==> config.mk <==
export PLATFORM = sky130hd
export DESIGN_NAME = fxb_cycle_ctrl
export DESIGN_NICKNAME = d
export VERILOG_FILES = /design/src/rtl/fxb_pkg.sv /design/src/rtl/fxb_sequencer.sv /design/src/rtl/fxb_bus_drive.sv /design/src/rtl/fxb_window_select.sv /design/src/rtl/fxb_capture.sv /design/src/rtl/fxb_cycle_ctrl.sv
export SDC_FILE = /design/constraint.sdc
export NUM_CORES = 1
export LEC_CHECK = 0
export CAP_MARGIN = 20
export CORE_MARGIN = 3
export CORE_UTILIZATION = 30
export CTS_CLUSTER_SIZE = 30
export DETAILED_ROUTE_END_ITERATION = 8
export GPL_TIMING_DRIVEN = 1
export SLEW_MARGIN = 40
export SYNTH_ARGS = -nofsm -noshare
export SYNTH_HDL_FRONTEND = slang
export SYNTH_SLANG_ARGS = --single-unit
==> constraint.sdc <==
create_clock -name clk -period 1.96 [get_ports clk]
set_clock_uncertainty 0.15 [all_clocks]
set_input_delay 0.196 -clock clk [delete_from_list [all_inputs] [get_ports clk]]
set_output_delay 0.196 -clock clk [all_outputs]
set_load 0.05 [all_outputs]
==> src/rtl/fxb_pkg.sv <==
package fxb_pkg;

    typedef enum logic [1:0] {
        ST_IDLE     = 2'd0,
        ST_FETCH    = 2'd1,
        ST_EXEC_BUS = 2'd2,
        ST_EXEC_INT = 2'd3
    } phase_e;

    localparam logic [2:0] KIND_MEM_RD = 3'd1;
    localparam logic [2:0] KIND_MEM_WR = 3'd2;
    localparam logic [2:0] KIND_IO_RD  = 3'd3;
    localparam logic [2:0] KIND_IO_WR  = 3'd4;

    typedef struct packed {
        logic memio;
        logic wr;
        logic dc;
    } ctl_t;

    localparam ctl_t CTL_QUIET = '{memio: 1'b0, wr: 1'b0, dc: 1'b0};
    localparam ctl_t CTL_FETCH = '{memio: 1'b1, wr: 1'b0, dc: 1'b0};

    function automatic logic is_bus_kind(input logic [2:0] k);
        return (k >= KIND_MEM_RD) && (k <= KIND_IO_WR);
    endfunction

    function automatic ctl_t exec_ctl(input logic [2:0] k);
        ctl_t c;
        case (k)
            KIND_MEM_RD: c = '{memio: 1'b1, wr: 1'b0, dc: 1'b1};
            KIND_MEM_WR: c = '{memio: 1'b1, wr: 1'b1, dc: 1'b1};
            KIND_IO_RD:  c = '{memio: 1'b0, wr: 1'b0, dc: 1'b1};
            KIND_IO_WR:  c = '{memio: 1'b0, wr: 1'b1, dc: 1'b1};
            default:     c = CTL_QUIET;
        endcase
        return c;
    endfunction

    function automatic logic is_read_kind(input logic [2:0] k);
        return (k == KIND_MEM_RD) || (k == KIND_IO_RD);
    endfunction

endpackage

==> src/rtl/fxb_sequencer.sv <==
module fxb_sequencer
    import fxb_pkg::*;
#(
    parameter int AW = 32,
    parameter int DW = 32
) (
    input  logic            clk,
    input  logic            rst,
    input  logic            run,
    input  logic [2:0]      op_kind,
    input  logic [AW-1:0]   op_addr,
    input  logic [DW-1:0]   op_wdata,
    output phase_e          phase,
    output logic [AW-1:0]   ip,
    output logic [2:0]      lat_kind,
    output logic [AW-1:0]   lat_addr,
    output logic [DW-1:0]   lat_wdata
);

    localparam int IP_STEP = DW / 8;

    always_ff @(posedge clk) begin
        if (rst) begin
            phase     <= ST_IDLE;
            ip        <= '0;
            lat_kind  <= '0;
            lat_addr  <= '0;
            lat_wdata <= '0;
        end else begin
            case (phase)
                ST_IDLE: begin
                    if (run) phase <= ST_FETCH;
                end
                ST_FETCH: begin
                    ip        <= ip + AW'(IP_STEP);
                    lat_kind  <= op_kind;
                    lat_addr  <= op_addr;
                    lat_wdata <= op_wdata;
                    phase     <= is_bus_kind(op_kind) ? ST_EXEC_BUS : ST_EXEC_INT;
                end
                default: begin
                    phase <= run ? ST_FETCH : ST_IDLE;
                end
            endcase
        end
    end

    // a fetch is always followed by an execute phase
    a_r9_no_double_fetch: assert property (@(posedge clk) disable iff (rst)
        (phase == ST_FETCH) |=> (phase == ST_EXEC_BUS || phase == ST_EXEC_INT));

    // an execute phase with run low ends in idle
    a_r9_stop_at_boundary: assert property (@(posedge clk) disable iff (rst)
        ((phase == ST_EXEC_BUS || phase == ST_EXEC_INT) && !run) |=> (phase == ST_IDLE));

    // the pointer moves one word per fetch
    a_r2_ip_step: assert property (@(posedge clk) disable iff (rst)
        (phase == ST_FETCH) |=> (ip == $past(ip) + AW'(IP_STEP)));

    // reserved and internal classes never reach the bus phase
    a_r5_internal_path: assert property (@(posedge clk) disable iff (rst)
        (phase == ST_FETCH && !is_bus_kind(op_kind)) |=> (phase == ST_EXEC_INT));

endmodule

==> src/rtl/fxb_bus_drive.sv <==
module fxb_bus_drive
    import fxb_pkg::*;
#(
    parameter int AW = 32,
    parameter int DW = 32
) (
    input  logic            clk,
    input  logic            rst,
    input  phase_e          phase,
    input  logic [AW-1:0]   ip,
    input  logic [2:0]      lat_kind,
    input  logic [AW-1:0]   lat_addr,
    input  logic [DW-1:0]   lat_wdata,
    output logic            active,
    output ctl_t            ctl,
    output logic [AW-1:0]   addr,
    output logic [DW-1:0]   wdata
);

    ctl_t exec_code;

    always_comb begin
        exec_code = exec_ctl(lat_kind);
        active    = 1'b0;
        ctl       = CTL_QUIET;
        addr      = '0;
        wdata     = '0;
        case (phase)
            ST_FETCH: begin
                active = 1'b1;
                ctl    = CTL_FETCH;
                addr   = ip;
            end
            ST_EXEC_BUS: begin
                active = 1'b1;
                ctl    = exec_code;
                addr   = lat_addr;
                if (exec_code.wr) wdata = lat_wdata;
            end
            default: ;
        endcase
    end

    // outgoing data is zero outside write cycles
    a_r6_wdata_quiet: assert property (@(posedge clk) disable iff (rst)
        !(active && ctl.wr) |-> (wdata == '0));

    // no bus cycle means quiet qualifiers and address
    a_r5_quiet_bus: assert property (@(posedge clk) disable iff (rst)
        !active |-> (ctl == CTL_QUIET && addr == '0));

    // every execute transfer carries the data qualifier
    a_r4_exec_is_data: assert property (@(posedge clk) disable iff (rst)
        (phase == ST_EXEC_BUS) |-> (active && ctl.dc));

endmodule

==> src/rtl/fxb_window_select.sv <==
module fxb_window_select #(
    parameter int              AW        = 32,
    parameter logic [AW-1:0]   BASE      = '0,
    parameter int              SPAN_LOG2 = 12,
    parameter bit              WANT_MEM  = 1'b1
) (
    input  logic            active,
    input  logic            memio,
    input  logic [AW-1:0]   addr,
    output logic            sel
);

    localparam logic [AW-1:0] HI_MASK = ~((AW'(1) << SPAN_LOG2) - AW'(1));

    logic space_ok;
    logic range_ok;

    always_comb begin
        space_ok = (memio == WANT_MEM);
        range_ok = ((addr & HI_MASK) == (BASE & HI_MASK));
        sel      = active && space_ok && range_ok;
    end

endmodule

==> src/rtl/fxb_capture.sv <==
module fxb_capture
    import fxb_pkg::*;
#(
    parameter int DW = 32
) (
    input  logic            clk,
    input  logic            rst,
    input  phase_e          phase,
    input  logic [2:0]      lat_kind,
    input  logic [DW-1:0]   bus_rdata,
    output logic [DW-1:0]   instr_word,
    output logic            instr_valid,
    output logic [DW-1:0]   rd_word,
    output logic            rd_valid
);

    logic take_instr;
    logic take_read;

    always_comb begin
        take_instr = (phase == ST_FETCH);
        take_read  = (phase == ST_EXEC_BUS) && is_read_kind(lat_kind);
    end

    always_ff @(posedge clk) begin
        if (rst) begin
            instr_word  <= '0;
            instr_valid <= 1'b0;
            rd_word     <= '0;
            rd_valid    <= 1'b0;
        end else begin
            instr_valid <= take_instr;
            rd_valid    <= take_read;
            if (take_instr) instr_word <= bus_rdata;
            if (take_read)  rd_word    <= bus_rdata;
        end
    end

    // an instruction strobe only follows a fetch cycle
    a_r3_strobe_after_fetch: assert property (@(posedge clk) disable iff (rst)
        instr_valid |-> ($past(phase) == ST_FETCH));

    // instruction and read returns never coincide
    a_r7_one_return: assert property (@(posedge clk) disable iff (rst)
        !(instr_valid && rd_valid));

endmodule

==> src/rtl/fxb_cycle_ctrl.sv <==
module fxb_cycle_ctrl
    import fxb_pkg::*;
#(
    parameter int              AW            = 32,
    parameter int              DW            = 32,
    parameter logic [AW-1:0]   MEM_BASE      = '0,
    parameter int              MEM_SPAN_LOG2 = 12,
    parameter logic [AW-1:0]   IO_BASE       = '0,
    parameter int              IO_SPAN_LOG2  = 8
) (
    input  logic            clk,
    input  logic            rst,
    input  logic            run,
    input  logic [2:0]      op_kind,
    input  logic [AW-1:0]   op_addr,
    input  logic [DW-1:0]   op_wdata,
    input  logic [DW-1:0]   bus_rdata,
    output logic            bus_active,
    output logic            bus_memio,
    output logic            bus_wr,
    output logic            bus_dc,
    output logic [AW-1:0]   bus_addr,
    output logic [DW-1:0]   bus_wdata,
    output logic            cs_mem,
    output logic            cs_io,
    output logic [DW-1:0]   instr_word,
    output logic            instr_valid,
    output logic [DW-1:0]   rd_word,
    output logic            rd_valid
);

    localparam int N_WIN = 2;

    phase_e          phase;
    logic [AW-1:0]   ip;
    logic [2:0]      lat_kind;
    logic [AW-1:0]   lat_addr;
    logic [DW-1:0]   lat_wdata;
    ctl_t            ctl;
    logic [N_WIN-1:0] win_sel;

    fxb_sequencer #(.AW(AW), .DW(DW)) u_seq (
        .clk       (clk),
        .rst       (rst),
        .run       (run),
        .op_kind   (op_kind),
        .op_addr   (op_addr),
        .op_wdata  (op_wdata),
        .phase     (phase),
        .ip        (ip),
        .lat_kind  (lat_kind),
        .lat_addr  (lat_addr),
        .lat_wdata (lat_wdata)
    );

    fxb_bus_drive #(.AW(AW), .DW(DW)) u_drive (
        .clk       (clk),
        .rst       (rst),
        .phase     (phase),
        .ip        (ip),
        .lat_kind  (lat_kind),
        .lat_addr  (lat_addr),
        .lat_wdata (lat_wdata),
        .active    (bus_active),
        .ctl       (ctl),
        .addr      (bus_addr),
        .wdata     (bus_wdata)
    );

    always_comb begin
        bus_memio = ctl.memio;
        bus_wr    = ctl.wr;
        bus_dc    = ctl.dc;
    end

    for (genvar g = 0; g < N_WIN; g++) begin : g_win
        fxb_window_select #(
            .AW        (AW),
            .BASE      ((g == 0) ? MEM_BASE : IO_BASE),
            .SPAN_LOG2 ((g == 0) ? MEM_SPAN_LOG2 : IO_SPAN_LOG2),
            .WANT_MEM  (g == 0)
        ) u_win (
            .active (bus_active),
            .memio  (bus_memio),
            .addr   (bus_addr),
            .sel    (win_sel[g])
        );
    end

    always_comb begin
        cs_mem = win_sel[0];
        cs_io  = win_sel[1];
    end

    fxb_capture #(.DW(DW)) u_cap (
        .clk         (clk),
        .rst         (rst),
        .phase       (phase),
        .lat_kind    (lat_kind),
        .bus_rdata   (bus_rdata),
        .instr_word  (instr_word),
        .instr_valid (instr_valid),
        .rd_word     (rd_word),
        .rd_valid    (rd_valid)
    );

    // at most one device window answers
    a_r8_one_select: assert property (@(posedge clk) disable iff (rst)
        $onehot0({cs_mem, cs_io}));

    // selects need a live bus cycle
    a_r8_select_needs_cycle: assert property (@(posedge clk) disable iff (rst)
        !bus_active |-> (!cs_mem && !cs_io));

    // the control-phase code is always a memory read
    a_r2_fetch_code: assert property (@(posedge clk) disable iff (rst)
        (bus_active && !bus_dc) |-> (bus_memio && !bus_wr));

    // the cycle after reset is quiet
    a_r1_quiet_after_reset: assert property (@(posedge clk)
        $past(rst) |-> (!bus_active && !instr_valid && !rd_valid));

endmodule

# [After elaboration in Yosys (flattened, before gate mapping)]
# Index checks and enable logic that the tools add are counted.
[word_totals] ff_bits=167 input_bits=102 word_cells=41
[op_classes] n_addsub=1 magnitude_cmp=2 eq_ne=7 n_mux=10 bitwise_logic=1 n_reduce_logical=11
[op_table] cell="$logic_not A32 Y1" count=2
[op_table] cell="$mux W32" count=2
[op_table] cell="$pmux W32 S2" count=1
[op_table] cell="$add A32 B3 Y32 const B" count=1
[op_table] cell="$pmux W3 S4" count=1
[op_table] cell="$eq A3 B2 Y1 const B" count=2
[op_table] cell="$logic_and A1 B1 Y1" count=6
[op_table] cell="$pmux W3 S2" count=1
[op_table] cell="$pmux W2 S2" count=1
[op_table] cell="$eq A3 B1 Y1 const B" count=1
[op_table] cell="$eq A3 B3 Y1 const B" count=1
[op_table] cell="$ge A3 B1 Y1 const B" count=1
[op_table] cell="$le A3 B3 Y1 const B" count=1
[op_table] cell="$mux W1" count=3
[op_table] cell="$eq A2 B1 Y1 const B" count=1
[op_table] cell="$eq A2 B2 Y1 const B" count=1
[op_table] cell="$logic_not A2 Y1" count=1
[op_table] cell="$mux W2" count=1
[op_table] cell="$ne A2 B2 Y1 const B" count=1
[op_table] cell="$reduce_or A2 Y1" count=1
[op_table] cell="$logic_or A1 B1 Y1" count=1
[op_table] cell="$not A1 Y1" count=1

# [Logic depth before layout (Yosys ltp)]
[depth] ltp_word=6 depth_mapped=9 depth_no_buf=6

# [Cells and area by module]
# Synthesis repeated with hierarchy kept, for this count alone.
[hier_totals] cells_unflattened=913 hier_area_um2=7414.6
[by_module_without_submodules] module="fxb_sequencer" instances=1 cells_each=480 area_per_inst_um2=3876.2
[by_module_without_submodules] module="fxb_capture" instances=1 cells_each=287 area_per_inst_um2=2447.3
[by_module_without_submodules] module="fxb_bus_drive" instances=1 cells_each=129 area_per_inst_um2=959.7
[by_module_without_submodules] module="fxb_window_select (g_win[1].u_win)" instances=1 cells_each=10 area_per_inst_um2=71.3
[by_module_without_submodules] module="fxb_window_select (g_win[0].u_win)" instances=1 cells_each=7 area_per_inst_um2=60.1

# [Worst setup path before layout]
# OpenSTA, ideal clock, no wires.
[synth_timing] path_kind="register to output" startpoint="register u_seq.phase[0]" endpoint="output cs_mem" arrival_ps=2625 required_ps=1614 setup_slack_ps=-1011 stages_incl_launch_ff=7 n_path_buf=0 cell_sequence="dfxtp_1 inv_1 ha_1 clkinv_1 nor2_1 nor3_1 and3_1"
[synth_via] elab_chain_cells=5 word_cells_on_any_way=9
[synth_lines] item="start, declared" line="fxb_sequencer.sv:13" source="output phase_e phase,"
[synth_lines] item="start signal, assigned" line="fxb_sequencer.sv:39" source="phase <= is_bus_kind(op_kind) ? ST_EXEC_BUS : ST_EXEC_INT;"
[synth_lines] item="start signal, assigned" line="fxb_sequencer.sv:42" source="phase <= run ? ST_FETCH : ST_IDLE;"
[synth_lines] item="$eq A2 B2 Y1 / $eq A2 B1 Y1 (equally long branches)" line="fxb_bus_drive.sv:28" source="case (phase)"
[synth_lines] item="$reduce_or A2 Y1 (no source line) *"
[synth_lines] item="$mux W1 *" line="fxb_bus_drive.sv:28"
[synth_lines] item="net bus_active" line="fxb_cycle_ctrl.sv:18" source="output logic bus_active,"
[synth_lines] item="$logic_and A1 B1 Y1 * (2 in series)" line="fxb_window_select.sv:21" source="sel = active && space_ok && range_ok;"
[synth_lines] item="end, declared" line="fxb_cycle_ctrl.sv:24" source="output logic cs_mem,"
# The timed path passes the listed nets; every way through them passes the cells marked *.

# [Worst setup path in the final report]
[layout_timing] startpoint="register u_seq.phase[1]" endpoint="output cs_io"
[layout_via] elab_chain_cells=5 word_cells_on_any_way=10
[layout_lines] item="$eq A2 B1 Y1 *"
[layout_lines] item="net u_cap.take_instr" line="fxb_capture.sv:17" source="logic take_instr;"
[layout_lines] item="parallel branches: the longest is 3 deep, another holds $pmux W32 S2"
[layout_lines] item="$logic_and A1 B1 Y1 *" line="fxb_window_select.sv:21"
[layout_lines] item="end, declared" line="fxb_cycle_ctrl.sv:25" source="output logic cs_io,"
# Mark *: on every way through the listed nets, which the timed path passes.

==> impl_metrics.prom <==
# TYPE chip_impl_metric gauge
chip_impl_info{name="run_status",value="complete, but fails checks"} 1
chip_impl_info{name="failed_checks",value="negative setup slack"} 1
chip_impl_metric{name="final.min_clock_period",unit="ns"} 2.67
chip_impl_metric{name="drc_errors",unit=""} 0
chip_impl_metric{name="max_freq",unit="MHz"} 375
chip_impl_metric{name="number_of_clock_sinks_seen_by_cts",unit=""} 165
chip_impl_metric{name="syn_area_per_cell",unit="sq um"} 8.88
chip_impl_metric{name="placed_cells",unit=""} 1315
chip_impl_metric{name="worst_pin_slew",unit="ns"} 0.544
chip_impl_metric{name="peakVddDrop",unit="mV"} 0.584
chip_impl_metric{name="drv_slew",unit=""} 0
chip_impl_metric{name="worst_ep_arrival_time",unit="ns"} 2.32
chip_impl_metric{name="flow.area_growth_from_synthesis",unit="%"} 84.8
chip_impl_metric{name="dp_hpwl",unit="mm"} 16.1
chip_impl_metric{name="cts-buffers-inserted",unit=""} 17
chip_impl_info{name="hp-class",value="in2reg"} 1
chip_impl_metric{name="via_per_inst",unit=""} 4.90
chip_impl_metric{name="drive_gt1_share",unit="%"} 33.5
chip_impl_metric{name="initial_core_util",unit="%"} 31.1
chip_impl_metric{name="yosysWarningCount",unit=""} 0
chip_impl_metric{name="grt_pass1_vias",unit=""} 6896
chip_impl_metric{name="synthArstFlopShare",unit="%"} 0
chip_impl_metric{name="n_antenna_cell",unit=""} 0
chip_impl_metric{name="dieHeight",unit="microns"} 158
chip_impl_metric{name="dieArea",unit="sq um"} 24800
chip_impl_metric{name="synth_compound_area_share",unit="%"} 9.52
chip_impl_metric{name="leakage",unit="nW"} 5.51
chip_impl_metric{name="antenna_found_initial",unit=""} 0
chip_impl_info{name="grt_setup_unrepaired",value="yes"} 1
chip_impl_metric{name="ys_ff_latch",unit=""} 165
chip_impl_metric{name="finish.utilization",unit="%"} 57.4
chip_impl_info{name="worstSetupStartpointType",value="flop"} 1
chip_impl_metric{name="io_buffer_count",unit=""} 237
chip_impl_metric{name="placeableCoreArea",unit="sq um"} 22200
chip_impl_metric{name="yosys.area_share.adder",unit="%"} 1.09
chip_impl_metric{name="power_per_cell_area",unit="nW/um^2"} 762
chip_impl_metric{name="synth_edf_count",unit=""} 0
chip_impl_metric{name="final-instance-count-excl-fill",unit=""} 1380
chip_impl_metric{name="die_width",unit="microns"} 158
chip_impl_metric{name="drv_cap",unit=""} 0
chip_impl_info{name="synth_top_family_by_area",value="simple AND/OR/NAND/NOR gates"} 1
chip_impl_info{name="cts_tree",value="done"} 1
chip_impl_metric{name="fp-row-count",unit=""} 54
chip_impl_metric{name="grt_use_total",unit="%"} 18.7
chip_impl_metric{name="postLayoutSetupSlackWorst",unit="ns"} -0.710
chip_impl_metric{name="cts-root-to-sink-buffers",unit=""} 2
chip_impl_metric{name="synth_nets",unit=""} 884
chip_impl_info{name="synth_ff_type",value="sky130_fd_sc_hd__dfxtp_1"} 1
chip_impl_metric{name="yosys.area_share.xor_xnor",unit="%"} 1.65
chip_impl_metric{name="critPathRequiredTime",unit="ns"} 1.61
chip_impl_metric{name="clkTransAtPathRegs",unit="ns"} 0.07
chip_impl_metric{name="period_share",unit="%"} 136
chip_impl_metric{name="route.detailed.wl_per_inst",unit="microns"} 17.4
chip_impl_metric{name="yosys.area_share.simple",unit="%"} 20.9
chip_impl_info{name="crit_path_end_kind",value="primary output"} 1
chip_impl_metric{name="drt_first_iter_violations",unit=""} 209
chip_impl_metric{name="floorplan.io_pins",unit=""} 238
chip_impl_metric{name="clock_insertion_delay_worst_skew",unit="ns"} 0.42
chip_impl_metric{name="gpl.final_weighted_congestion",unit=""} 0.795
chip_impl_metric{name="dr.pass1.iters",unit=""} 4
chip_impl_metric{name="synthesis.instances",unit=""} 776
chip_impl_metric{name="path_max_fanout",unit=""} 8
chip_impl_metric{name="drt.antenna.violating_nets",unit=""} 0
chip_impl_metric{name="summed_instance_area_of_the_synthesized_netlist",unit="sq um"} 6890
chip_impl_metric{name="reg2reg_setup_slack",unit="ns"} -0.59
chip_impl_metric{name="cts-htree-levels",unit=""} 4
chip_impl_metric{name="grt-ovfl-total",unit=""} 0
chip_impl_info{name="clk_root_buffer_cell",value="sky130_fd_sc_hd__clkbuf_16"} 1
chip_impl_metric{name="grt_start_max_net_pins",unit=""} 48
chip_impl_metric{name="hold_viol_final",unit=""} 0
chip_impl_metric{name="finalNetCount",unit=""} 1195
chip_impl_metric{name="finalSetupViolCount",unit=""} 126
chip_impl_metric{name="synth.distinct_cells",unit=""} 35
chip_impl_metric{name="max-slew-margin-rel",unit="%"} 63.8
chip_impl_metric{name="routed_wl",unit="mm"} 24.0
chip_impl_metric{name="detailroute.via_count",unit=""} 6764
chip_impl_metric{name="grt_pass1_wl",unit="mm"} 36.7
chip_impl_metric{name="seq_area_frac_synth",unit="%"} 47.9
chip_impl_info{name="setup.worst_path.class",value="reg2out"} 1
chip_impl_metric{name="fraction_of_synthesized_area_in_multiplexers",unit="%"} 14.8
cells in the mapped netlist, drive strengths merged, types with 6 or more instances:
library cell  number  area, sq um
a21oi             51          255
a22oi             30          225
and3              38          238
buf               17         87.6
clkbuf            42          158
dfxtp            165         3300
ha                 6         75.1
inv                8         30.0
mux2i            101         1010
nand2             74          278
nand3              8         50.1
nand4              6         37.5
nor2             148          556
o21ai              9         45.0
o31ai             10         75.1
or3               11         71.3
or4               13          101
xnor2              9         78.8
final timing paths:
path,start,to,cells after the start
worst max register to register,u_seq.phase[1],u_seq.ip[15],10
worst min register to register,u_cap.rd_word[7],u_cap.rd_word[7],2
worst min-delay path,rst,u_seq.phase[1],2
worst max-delay path,u_seq.phase[1],cs_io,9
power by group:
group / leakage, nW / internal, mW / total [mW] / switching (mW)
sequential: 1.35 / 3.59 / 3.73 / 0.146
combinational: 3.90 / 1.38 / 2.80 / 1.43
clock: 0.262 / 1.66 / 3.16 / 1.51
total: 5.51 / 6.62 / 9.70 / 3.08
worst max-delay path: stages, from the launching register on:
cell,delay [ns]
sky130_fd_sc_hd__dfxtp_4,0.38
sky130_fd_sc_hd__inv_4,0.04
sky130_fd_sc_hd__ha_4,0.19
sky130_fd_sc_hd__buf_12,0.15
sky130_fd_sc_hd__a22oi_2,0.20
sky130_fd_sc_hd__a41oi_2,0.14
sky130_fd_sc_hd__nor4_1,0.30
sky130_fd_sc_hd__buf_4,0.16
sky130_fd_sc_hd__and3_4,0.19
sky130_fd_sc_hd__buf_12,0.13
sequential cells by signal, summed over array words and instances (netlist names):
signal	cells
u_cap.instr_word	32
u_cap.instr_valid	1
u_cap.rd_word	32
u_seq.phase	2
u_seq.lat_addr	32
u_seq.lat_wdata	32
u_cap.rd_valid	1
u_seq.lat_kind	3
u_seq.ip	30
cell type report:
type	count	area [sq um]
Clock buffer	18	429
Clock inverter	14	116
Fill cell	1910	9430
Inverter	9	51.3
Multi-Input combinational cell	544	4000
Sequential cell	165	3320
Tap cell	280	350
Timing Repair Buffer	350	4460
cell usage in the layout (no fill, tap or decap), types with 28 or more instances in the layout:
| cell type | Yosys | routed |
|---|---|---|
| sky130_fd_sc_hd__dfxtp_1 | 165 | 158 |
| sky130_fd_sc_hd__nor2_1 | 148 | 117 |
| sky130_fd_sc_hd__clkdlybuf4s50_1 | 0 | 106 |
| sky130_fd_sc_hd__mux2i_1 | 101 | 100 |
| sky130_fd_sc_hd__buf_12 | 0 | 85 |
| sky130_fd_sc_hd__buf_4 | 0 | 77 |
| sky130_fd_sc_hd__nand2_1 | 74 | 74 |
| sky130_fd_sc_hd__a21oi_1 | 51 | 40 |
| sky130_fd_sc_hd__dlymetal6s2s_1 | 0 | 38 |
| sky130_fd_sc_hd__nor2_4 | 0 | 30 |
| sky130_fd_sc_hd__and3_2 | 0 | 28 |
kinds of logic after synthesis:
family          count (synthesis)
compound gates                107
xor+xnor                       13
fa+ha+maj                       6
buf+inv                        68
flops                         165
mux                           102
simple gates                  315
timing repair:
action                                  4_1_cts  5_1_grt
hold buffers                                  0        0
hold endpoints to repair                      0        0
endpoints found under the setup margin      135      193
pin swaps                                    35       14
resized for setup                            84       95
buffers inserted                             18        8
gates cloned                                  6        6
metrics by stage:
step | cell area, sq um | TNS, ns | worst slack [ns] | total power, mW | hold slack (ns)
floorplan | 7320 | -0.951 | -0.150 | 5.19 | 0.182
global placement | 11100 | -6.43 | -0.247 | 6.03 | 0.291
detailed placement | 11100 | -7.17 | -0.251 | 6.06 | 0.296
CTS | 12200 | -23.93 | -0.709 | 9.65 | 0.0498
global route | 12700 | -35.96 | -0.815 | 10.1 | 0.0787
finish | 12700 | -25.55 | -0.710 | 9.70 | 0.0665
metal layers:
| layer | part of all wire [%] | global-route usage (%) | vias up |
|---|---|---|---|
| met5 | 0 | 0 | - |
| met4 | 2.0 | 4.46 | 0 |
| met3 | 8.5 | 7.78 | 30 |
| met2 | 48 | 31.5 | 200 |
| met1 | 42 | 22.2 | 3221 |
| li1 | - | - | 3313 |
No activity file was read; power rests on OpenSTA's default activity.
